## src/rtl/core16_pkg.sv

```systemverilog
package core16_pkg;
  localparam int WORD_W  = 16;
  localparam int FIELD_W = 3;
  localparam int IMM_S_W = 7;
  localparam int IMM_U_W = 10;
  localparam int LOW_PAD = WORD_W - IMM_U_W;

  typedef enum logic [2:0] {
    OP_ADD   = 3'b000,
    OP_ADDI  = 3'b001,
    OP_NAND  = 3'b010,
    OP_UPPER = 3'b011,
    OP_STORE = 3'b100,
    OP_LOAD  = 3'b101,
    OP_BREQ  = 3'b110,
    OP_JLINK = 3'b111
  } opcode_t;

  typedef enum logic [1:0] {
    WB_ALU,
    WB_UPPER,
    WB_LOAD,
    WB_LINK
  } wb_src_t;

  typedef struct packed {
    logic [FIELD_W-1:0] ra;
    logic [FIELD_W-1:0] rb;
    logic [FIELD_W-1:0] rc;
    logic [WORD_W-1:0]  imm_s;
    logic [IMM_U_W-1:0] imm_u;
    logic               use_imm;
    logic               alu_nand;
    logic               src2_is_a;
    logic               reg_we;
    wb_src_t            wb;
    logic               mem_we;
    logic               is_branch;
    logic               is_jump;
    logic               is_halt;
  } ctrl_t;
endpackage

```

## src/rtl/core16_decode.sv

```systemverilog
module core16_decode
  import core16_pkg::*;
(
  input  logic [WORD_W-1:0] instr,
  output ctrl_t             ctrl
);
  opcode_t op;

  always_comb begin
    op             = opcode_t'(instr[15:13]);
    ctrl           = '0;
    ctrl.ra        = instr[12:10];
    ctrl.rb        = instr[9:7];
    ctrl.rc        = instr[2:0];
    ctrl.imm_s     = {{(WORD_W-IMM_S_W){instr[IMM_S_W-1]}}, instr[IMM_S_W-1:0]};
    ctrl.imm_u     = instr[IMM_U_W-1:0];
    ctrl.wb        = WB_ALU;
    case (op)
      OP_ADD:   ctrl.reg_we = 1'b1;
      OP_ADDI:  begin
        ctrl.reg_we  = 1'b1;
        ctrl.use_imm = 1'b1;
      end
      OP_NAND:  begin
        ctrl.reg_we   = 1'b1;
        ctrl.alu_nand = 1'b1;
      end
      OP_UPPER: begin
        ctrl.reg_we = 1'b1;
        ctrl.wb     = WB_UPPER;
      end
      OP_STORE: begin
        ctrl.mem_we    = 1'b1;
        ctrl.use_imm   = 1'b1;
        ctrl.src2_is_a = 1'b1;
      end
      OP_LOAD:  begin
        ctrl.reg_we  = 1'b1;
        ctrl.use_imm = 1'b1;
        ctrl.wb      = WB_LOAD;
      end
      OP_BREQ:  begin
        ctrl.is_branch = 1'b1;
        ctrl.src2_is_a = 1'b1;
      end
      default:  begin
        ctrl.is_jump = 1'b1;
        ctrl.reg_we  = 1'b1;
        ctrl.wb      = WB_LINK;
        ctrl.is_halt = (instr[12:10] == '0) && (instr[9:7] == '0) &&
                       (instr[IMM_S_W-1:0] == '0);
      end
    endcase
  end
endmodule

```

## src/rtl/core16_regfile.sv

```systemverilog
module core16_regfile #(
  parameter int DW   = 16,
  parameter int NREG = 8,
  parameter int NRD  = 2,
  localparam int AW  = $clog2(NREG)
) (
  input  logic                    clk,
  input  logic                    we,
  input  logic [AW-1:0]           waddr,
  input  logic [DW-1:0]           wdata,
  input  logic [NRD-1:0][AW-1:0]  raddr,
  output logic [NRD-1:0][DW-1:0]  rdata
);
  logic [DW-1:0] store [NREG];

  always_ff @(posedge clk) begin
    if (we && waddr != '0) store[waddr] <= wdata;
  end

  for (genvar p = 0; p < NRD; p++) begin : g_rd
    assign rdata[p] = (raddr[p] == '0) ? '0 : store[raddr[p]];
  end
endmodule

```

## src/rtl/core16_alu.sv

```systemverilog
module core16_alu #(
  parameter int DW = 16
) (
  input  logic          nand_sel,
  input  logic [DW-1:0] a,
  input  logic [DW-1:0] b,
  output logic [DW-1:0] y
);
  always_comb begin
    if (nand_sel) y = ~(a & b);
    else          y = a + b;
  end
endmodule

```

## src/rtl/core16_nextpc.sv

```systemverilog
module core16_nextpc #(
  parameter int AW = 16
) (
  input  logic [AW-1:0] pc,
  input  logic [AW-1:0] offset,
  input  logic [AW-1:0] jump_target,
  input  logic          is_branch,
  input  logic          is_jump,
  input  logic          operands_eq,
  output logic [AW-1:0] pc_plus1,
  output logic [AW-1:0] pc_next
);
  logic [AW-1:0] br_target;

  always_comb begin
    pc_plus1  = pc + AW'(1);
    br_target = pc_plus1 + offset;
    if (is_jump)                       pc_next = jump_target;
    else if (is_branch && operands_eq) pc_next = br_target;
    else                               pc_next = pc_plus1;
  end
endmodule

```

## src/rtl/core16_top.sv

```systemverilog
module core16_top
  import core16_pkg::*;
#(
  parameter int NREG = 8
) (
  input  logic              clk,
  input  logic              rst,
  output logic [WORD_W-1:0] imem_addr,
  input  logic [WORD_W-1:0] imem_data,
  output logic [WORD_W-1:0] dmem_addr,
  output logic [WORD_W-1:0] dmem_wdata,
  output logic              dmem_we,
  input  logic [WORD_W-1:0] dmem_rdata,
  output logic              halt
);
  localparam int RAW = $clog2(NREG);

  logic [WORD_W-1:0] pc_q;
  logic              halt_q;
  ctrl_t             ctrl;
  logic [1:0][RAW-1:0]    rd_addr;
  logic [1:0][WORD_W-1:0] rd_data;
  logic [WORD_W-1:0] val_b, val_2, alu_b, alu_y, wb_data;
  logic [WORD_W-1:0] pc_plus1, pc_next;
  logic              rf_we, halt_now;

  core16_decode u_dec (.instr(imem_data), .ctrl(ctrl));

  assign rd_addr[0] = ctrl.rb;
  assign rd_addr[1] = ctrl.src2_is_a ? ctrl.ra : ctrl.rc;
  assign val_b      = rd_data[0];
  assign val_2      = rd_data[1];

  core16_regfile #(.DW(WORD_W), .NREG(NREG), .NRD(2)) u_rf (
    .clk(clk), .we(rf_we), .waddr(ctrl.ra), .wdata(wb_data),
    .raddr(rd_addr), .rdata(rd_data)
  );

  assign alu_b = ctrl.use_imm ? ctrl.imm_s : val_2;

  core16_alu #(.DW(WORD_W)) u_alu (
    .nand_sel(ctrl.alu_nand), .a(val_b), .b(alu_b), .y(alu_y)
  );

  core16_nextpc #(.AW(WORD_W)) u_npc (
    .pc(pc_q), .offset(ctrl.imm_s), .jump_target(val_b),
    .is_branch(ctrl.is_branch), .is_jump(ctrl.is_jump),
    .operands_eq(val_b == val_2), .pc_plus1(pc_plus1), .pc_next(pc_next)
  );

  always_comb begin
    case (ctrl.wb)
      WB_UPPER: wb_data = {ctrl.imm_u, {LOW_PAD{1'b0}}};
      WB_LOAD:  wb_data = dmem_rdata;
      WB_LINK:  wb_data = pc_plus1;
      default:  wb_data = alu_y;
    endcase
  end

  assign halt_now   = ctrl.is_halt && !halt_q;
  assign rf_we      = ctrl.reg_we && !halt_q && !ctrl.is_halt;
  assign dmem_we    = ctrl.mem_we && !halt_q;
  assign dmem_addr  = alu_y;
  assign dmem_wdata = val_2;
  assign imem_addr  = pc_q;
  assign halt       = halt_q;

  always_ff @(posedge clk) begin
    if (rst) begin
      pc_q   <= '0;
      halt_q <= 1'b0;
    end else if (!halt_q) begin
      if (halt_now) halt_q <= 1'b1;
      else          pc_q   <= pc_next;
    end
  end


  reset_state_chk: assert property (@(posedge clk)
    $past(rst) |-> (imem_addr == '0 && !halt));


  halt_sticky_chk: assert property (@(posedge clk) disable iff (rst)
    halt |=> halt);


  halt_freeze_chk: assert property (@(posedge clk) disable iff (rst)
    halt |=> $stable(imem_addr));


  halt_no_store_chk: assert property (@(posedge clk) disable iff (rst)
    halt |-> !dmem_we);


  store_only_chk: assert property (@(posedge clk) disable iff (rst)
    dmem_we |-> imem_data[15:13] == 3'b100);


  zero_source_chk: assert property (@(posedge clk) disable iff (rst)
    (dmem_we && imem_data[12:10] == 3'b000) |-> dmem_wdata == '0);


  seq_advance_chk: assert property (@(posedge clk) disable iff (rst)
    (!halt && imem_data[15] == 1'b0) |=> imem_addr == WORD_W'($past(imem_addr) + 1'b1));
endmodule

```

## config.mk

```make
export PLATFORM = sky130hd
export DESIGN_NAME = core16_top
export DESIGN_NICKNAME = d
export VERILOG_FILES = /design/src/rtl/core16_pkg.sv /design/src/rtl/core16_decode.sv /design/src/rtl/core16_regfile.sv /design/src/rtl/core16_alu.sv /design/src/rtl/core16_nextpc.sv /design/src/rtl/core16_top.sv
export SDC_FILE = /design/constraint.sdc
export NUM_CORES = 1
export LEC_CHECK = 0
export BUFFER_PORTS_ARGS = -buffer_cell sky130_fd_sc_hd__buf_2
export CAP_MARGIN = 20
export CORE_ASPECT_RATIO = 0.75
export CORE_MARGIN = 2
export CORE_UTILIZATION = 25
export DETAILED_ROUTE_END_ITERATION = 10
export PLACE_DENSITY = 0.44
export RECOVER_POWER = 50
export SYNTH_ARGS = -nofsm -noshare
export SYNTH_HDL_FRONTEND = slang
export SYNTH_SLANG_ARGS = --single-unit
export TNS_END_PERCENT = 10
```

## constraint.sdc

```tcl
create_clock -name clk -period 6 [get_ports clk]
set_clock_uncertainty 0.1 [all_clocks]
set_input_delay 0.6 -clock clk [delete_from_list [all_inputs] [get_ports clk]]
set_output_delay 0.6 -clock clk [all_outputs]
set_load 0.005 [all_outputs]
```

After elaboration in Yosys (flattened, before gate mapping)
Memory sizes are Yosys's and may differ from the RTL's.
Cells that the tools add are included.
- bits in registers: 17
- RAM bits: 128
- input bits: 34
- output and inout port bits: 50
- word-level logic and storage cells: 61
- memories: 1
- memory list (memory ; words ; width ; rd ports ; clocked after Yosys merged registers in ; write ports ; line ; RTL):
    u_rf.store ; 8 ; 16 ; 2 ; 0 ; 1 ; core16_regfile.sv:14 ; logic [DW-1:0] store [NREG];
- add/sub/neg operators: 3
- equality and inequality tests: 10
- mux-type cells: 20
- bitwise operators: 4
- reductions and logical operators: 21
- operator list (cell ; count):
    16-bit two-way mux ; 6
    16-bit one-hot mux with 3 select lines ; 1
    16-bit adder ; 2
    16-bit by 1-bit adder with 16-bit output (second input constant) ; 1
    16-bit AND ; 1
    16-bit equality test ; 1
    16-bit NOT ; 1
    3-bit logical NOT ; 4
    1-bit two-way mux ; 10
    3-bit equality test (second input constant) ; 3
    1-bit logical AND ; 8
    7-bit logical NOT ; 1
    7-bit OR reduction ; 1
    3-bit by 2-bit equality test with 1-bit output (second input constant) ; 2
    2-bit one-hot mux with 3 select lines ; 1
    5-bit OR reduction ; 1
    2-bit equality test (second input constant) ; 2
    3-bit by 1-bit equality test with 1-bit output (second input constant) ; 1
    3-bit two-way mux ; 1
    3-bit nonzero test ; 1
    3-bit OR reduction ; 1
    2-bit by 1-bit equality test with 1-bit output (second input constant) ; 1
    1-bit logical NOT ; 2
    2-bit two-way mux ; 1
    3 further kinds ; 4

Logic depth before layout (Yosys ltp)
- depth after elaboration: 11
- gate-level depth with buffers: 22
- depth with buffers taken out: 18

By module
Synthesis repeated with hierarchy kept, for this count alone.
- cell total of the unflattened synthesis: 861
- area, all modules: 9748.1 um2
- by module, submodules not included (module ; instances ; cells an instance ; area each (um2) ; seq. area each (um2)):
    core16_regfile ; 1 ; 342 ; 5619.1 ; 3363.2
    core16_top ; 1 ; 144 ; 1425.1 ; 340.3
    core16_nextpc ; 1 ; 182 ; 1322.5 ; 0.0
    core16_alu ; 1 ; 143 ; 1009.7 ; 0.0
    core16_decode ; 1 ; 50 ; 371.6 ; 0.0

Worst setup path after synthesis
No wires, ideal clock.
- path type: input to output
- start: input imem_data[13]
- end: output dmem_addr[14]
- arrival: 4.313 ns
- required time: 5.300 ns
- path slack: 0.987 ns
- cell stages on the path: 22
- buffers on the path: 5
- path through: buf_4 -> nor2b_1 -> buf_4 -> o21ai_4 -> buf_6 -> buf_4 -> buf_2 -> mux2i_1 -> o21ai_0 -> nand3_1 -> o21ai_0 -> ha_1 -> a21oi_1 -> o21bai_1 -> a21oi_1 -> o21bai_1 -> a21oi_1 -> o211ai_1 -> a2111o_1 -> a31oi_1 -> xor2_1 -> mux2i_1
- longest elaborated chain between the ends: 10
- elaborated cells on any way between the ends: 19
- those cells by class: add/sub (1); eq/ne (5); mux (7); bitwise (2); reduce/logical (3); memory (1)
- RTL lines (what ; line ; RTL):
    start, declared ; core16_top.sv:9 ; input logic [WORD_W-1:0] imem_data,
    branches (longest 9 deep; another with memory read 8 x 16 bit) ; n/a ;
    16-bit two-way mux * ; core16_alu.sv:10 ; if (nand_sel) y = ~(a & b);
    end, declared ; core16_top.sv:10 ; output logic [WORD_W-1:0] dmem_addr,
Mark *: on every way between the ends.

Final worst setup path
- start: input imem_data[15]
- end: output dmem_addr[14]
The elaborated chain is that of the path after synthesis.

==> results.yml <==
global_route:
  grtUsageTotal_pct: 18.6
  grt_antenna_before_repair: 4
  grt_pass1_vias: 7879
  grt_max_degree: 35
  grt_pass1_wl_um: 54000
  grt_overflow: 0
cts:
  cts_tree: "yes"
  clock-root-buffer: "clkbuf_16"
  cts_sinks: 136
  numCtsBuffers: 17
  clk_pin_slew_ns: 0.06
  ctsHoldBuffers: 0
  cts.htree.levels: 4
  clk_latency_ns: 0.45
  ctsLongestPathBuffers: 2
power:
  ir_drop_mv: 0.218
  leakage_nw: 4.43
  power.density_nw_per_um2: 289
critical_path:
  critPathMaxStageDelay_ns: 0.62
  path_common_cell: "a21oi_1"
  cp.arrival_ns: 5.02
  cp_cell_sequence: "buf_2 -> nor2b_1 -> buf_4 -> o21ai_4 -> mux4_1 -> a22oi_2 -> a21oi_1 -> ha_1 -> a21oi_1 -> o21bai_1 -> a21oi_1 -> o21bai_1 -> a21oi_2 -> o211ai_1 -> a2111o_1 -> a31oi_1 -> xor2_1 -> mux2i_1 -> buf_2"
  start_kind: "input pin"
  end_kind: "output pin"
  cp_slowest_cell: "mux4_1"
  worst-path-stages: 19
  worstPathRequired_ns: 5.30
  worstPathMaxFanout: 9
  critical_path.top_delay_family: "compound AO/OA/AOI/OAI gates"
  r2r.worst_path.cells: 15
  path_class: "in -> out"
  worst-path-buf-inv: 3
run_status:
  failed_checks: "capacitance limit, slew limit"
  status: "finished, violations left"
floorplan:
  fp.dieH_um: 173
  row_count: 61
  dieArea_um2: 39500
  ios: 84
  core_um2: 37200
  initial_core_util_pct: 25.5
  die_width_um: 229
route:
  viasPerCell: 5.31
  drt_iter0_drc: 968
  wl_um: 36900
  dr.pass1.iters: 5
  dr_total_vias: 8363
  wl_met2_um: 15100
  ant_nets: 0
  wl_met1_um: 18300
  topRoutingLayerUsed: "met4"
  dr_wl_met3_um: 3120
  drc: 0
  avgRoutedWirePerCell_um: 23.4
sta:
  setup_violations: 0
  fmax_mhz: 175
  tightest_slew_ns: 2.19
  max-slew-margin-rel_pct: -46.8
  rsz0062_at_grt: "no"
  slew_viol_final: 68
  finalCritPeriodShare_pct: 95.3
  min_period_ns: 5.72
  final-hold-violation-count: 0
  setup-tns-final_ns: 0
logic_synthesis:
  yosysWarnings: 0
  ys_ff_latch: 136
  synth-seq-area-share_pct: 41.3
  synth.area.top_cells: "edfxtp_1 (38%), mux4_2 (5.7%), nand2_1 (4.5%), ha_1 (4.4%), dfxtp_1 (3.6%)"
  synth_top_cell_area_share_pct: 37.7
  synthArstFlopShare_pct: 0
  synth_ff_type: "edfxtp_1"
  syn_inst: 936
  synth_cell_types: 83
  synth_top_area_cell: "edfxtp_1"
  synth_edf_count: 119
  netlist_area_um2: 9470
  syn_avg_cell_area_um2: 10.1
layout:
  syn2layout_area_growth_pct: 19.5
  n_antenna_cell: 0
  finalNonFillerCells: 1574
  fin_nets: 1125
  layout-drive-gt1-share_pct: 22.0
job:
  maxCapViolations: 5
worst_hold_path:
  hold_class: "in -> reg"
  holdPathStages: 2
placement:
  post-place-cells: 1539
  dp.final_hpwl_um: 27900
  port-buffer-count: 83
  routabilityCongestion: 0.881
==> through the flow <==
| step | hold WS (ns) | power, mW | utilization (%) | cell area, um^2 | worst slack, ns |
|---|---|---|---|---|---|
| finish | 0.336 | 3.27 | 30.5 | 11300 | 0.281 |
| global route | 0.333 | 3.42 | 30.5 | 11300 | 0.0114 |
| CTS | 0.317 | 3.28 | 30.5 | 11300 | 0.168 |
| detailed placement | 0.424 | 2.21 | 29.0 | 10800 | 0.207 |
| global placement | 0.431 | 2.22 | 28.9 | 10800 | 0.237 |
| floorplan | 0.379 | 1.81 | - | 9490 | 0.987 |
==> synth_stat cells, drive strengths merged (25+ instances only) <==
cell type  count
nand2        114
buf           25
mux4          26
nand3         26
edfxtp       119
xnor2         33
a21oi         58
mux2i         30
nor2          71
o21ai         70
ha            33
inv           34
clkbuf        25
==> cells by family after synthesis <==
kind of cell	synth area share, %
compound gates	19.8
simple gates	14.4
flops	41.3
mux	11.7
fa+ha+maj	4.57
xor+xnor	4.07
other cells	0.0396
buf+inv	4.08
==> final cells by class <==
class	instances	area, um^2
fillers	3898	25900
multi-input cells	722	5220
flip-flops and latches	136	3910
repair buffers	146	852
well taps	504	631
clock buffers	18	429
clock inverters	14	148
inverters	34	128
==> state kept, by name, summed over array words and instances, names as in the netlist <==
register / flops
u_rf.store: 119
halt: 1
imem_addr: 16
==> repair_timing <==
item,4_1_cts,5_1_grt
resized for setup,0,4
setup buffers,0,0
endpoints found under the setup margin,0,3
==> where the power goes <==
part | switching, mW | internal, mW
Clock | 0.452 | 0.614
Sequential | 0.0368 | 1.16
Combinational | 0.616 | 0.391
==> worst register-to-register path: cells and delay by family (launching register included) <==
family | cells | cell delay, ns
AOI/OAI and AO/OA | 8 | 2.32
xor gates and xnor gates | 1 | 0.16
adders and majority gates | 1 | 0.37
buffers and inverters | 1 | 0.18
DFF | 1 | 0.39
muxes | 1 | 0.28
and+or+nand+nor | 3 | 0.35
==> cell usage in the layout (no fill, tap or decap), drive strengths merged, types with 10 or more instances in the layout <==
| cell | instances |
|---|---|
| buf | 134 |
| edfxtp | 119 |
| nand2 | 114 |
| nor2 | 71 |
| o21ai | 70 |
| a21oi | 58 |
| inv | 39 |
| xnor2 | 33 |
| ha | 33 |
| mux2i | 30 |
| clkbuf | 30 |
| nand3 | 26 |
| mux4 | 26 |
| a211oi | 20 |
| mux2 | 19 |
| dfxtp | 17 |
| nor3 | 16 |
| a22oi | 16 |
| a221oi | 13 |
| a31oi | 12 |
| nand2b | 12 |
| xor2 | 11 |
| nor2b | 10 |
| o211a | 10 |
==> final timing paths <==
| kind | to | from | slack, ns |
|---|---|---|---|
| setup / recovery | dmem_addr[14] | imem_data[15] | 0.28 |
| hold / removal | imem_addr[0] | rst | 0.34 |
| setup reg to reg | u_rf.store[5][13] | u_rf.store[1][1] | 1.57 |
| hold reg to reg | imem_addr[13] | imem_addr[13] | 0.43 |
==> metal layers <==
metal,global-route usage (%),vias up
li1,-,3812
met1,28.7,4178
met2,25.7,343
met3,5.16,30
met4,3.46,0
met5,0,-
Power figures use the tool's default switching activity.
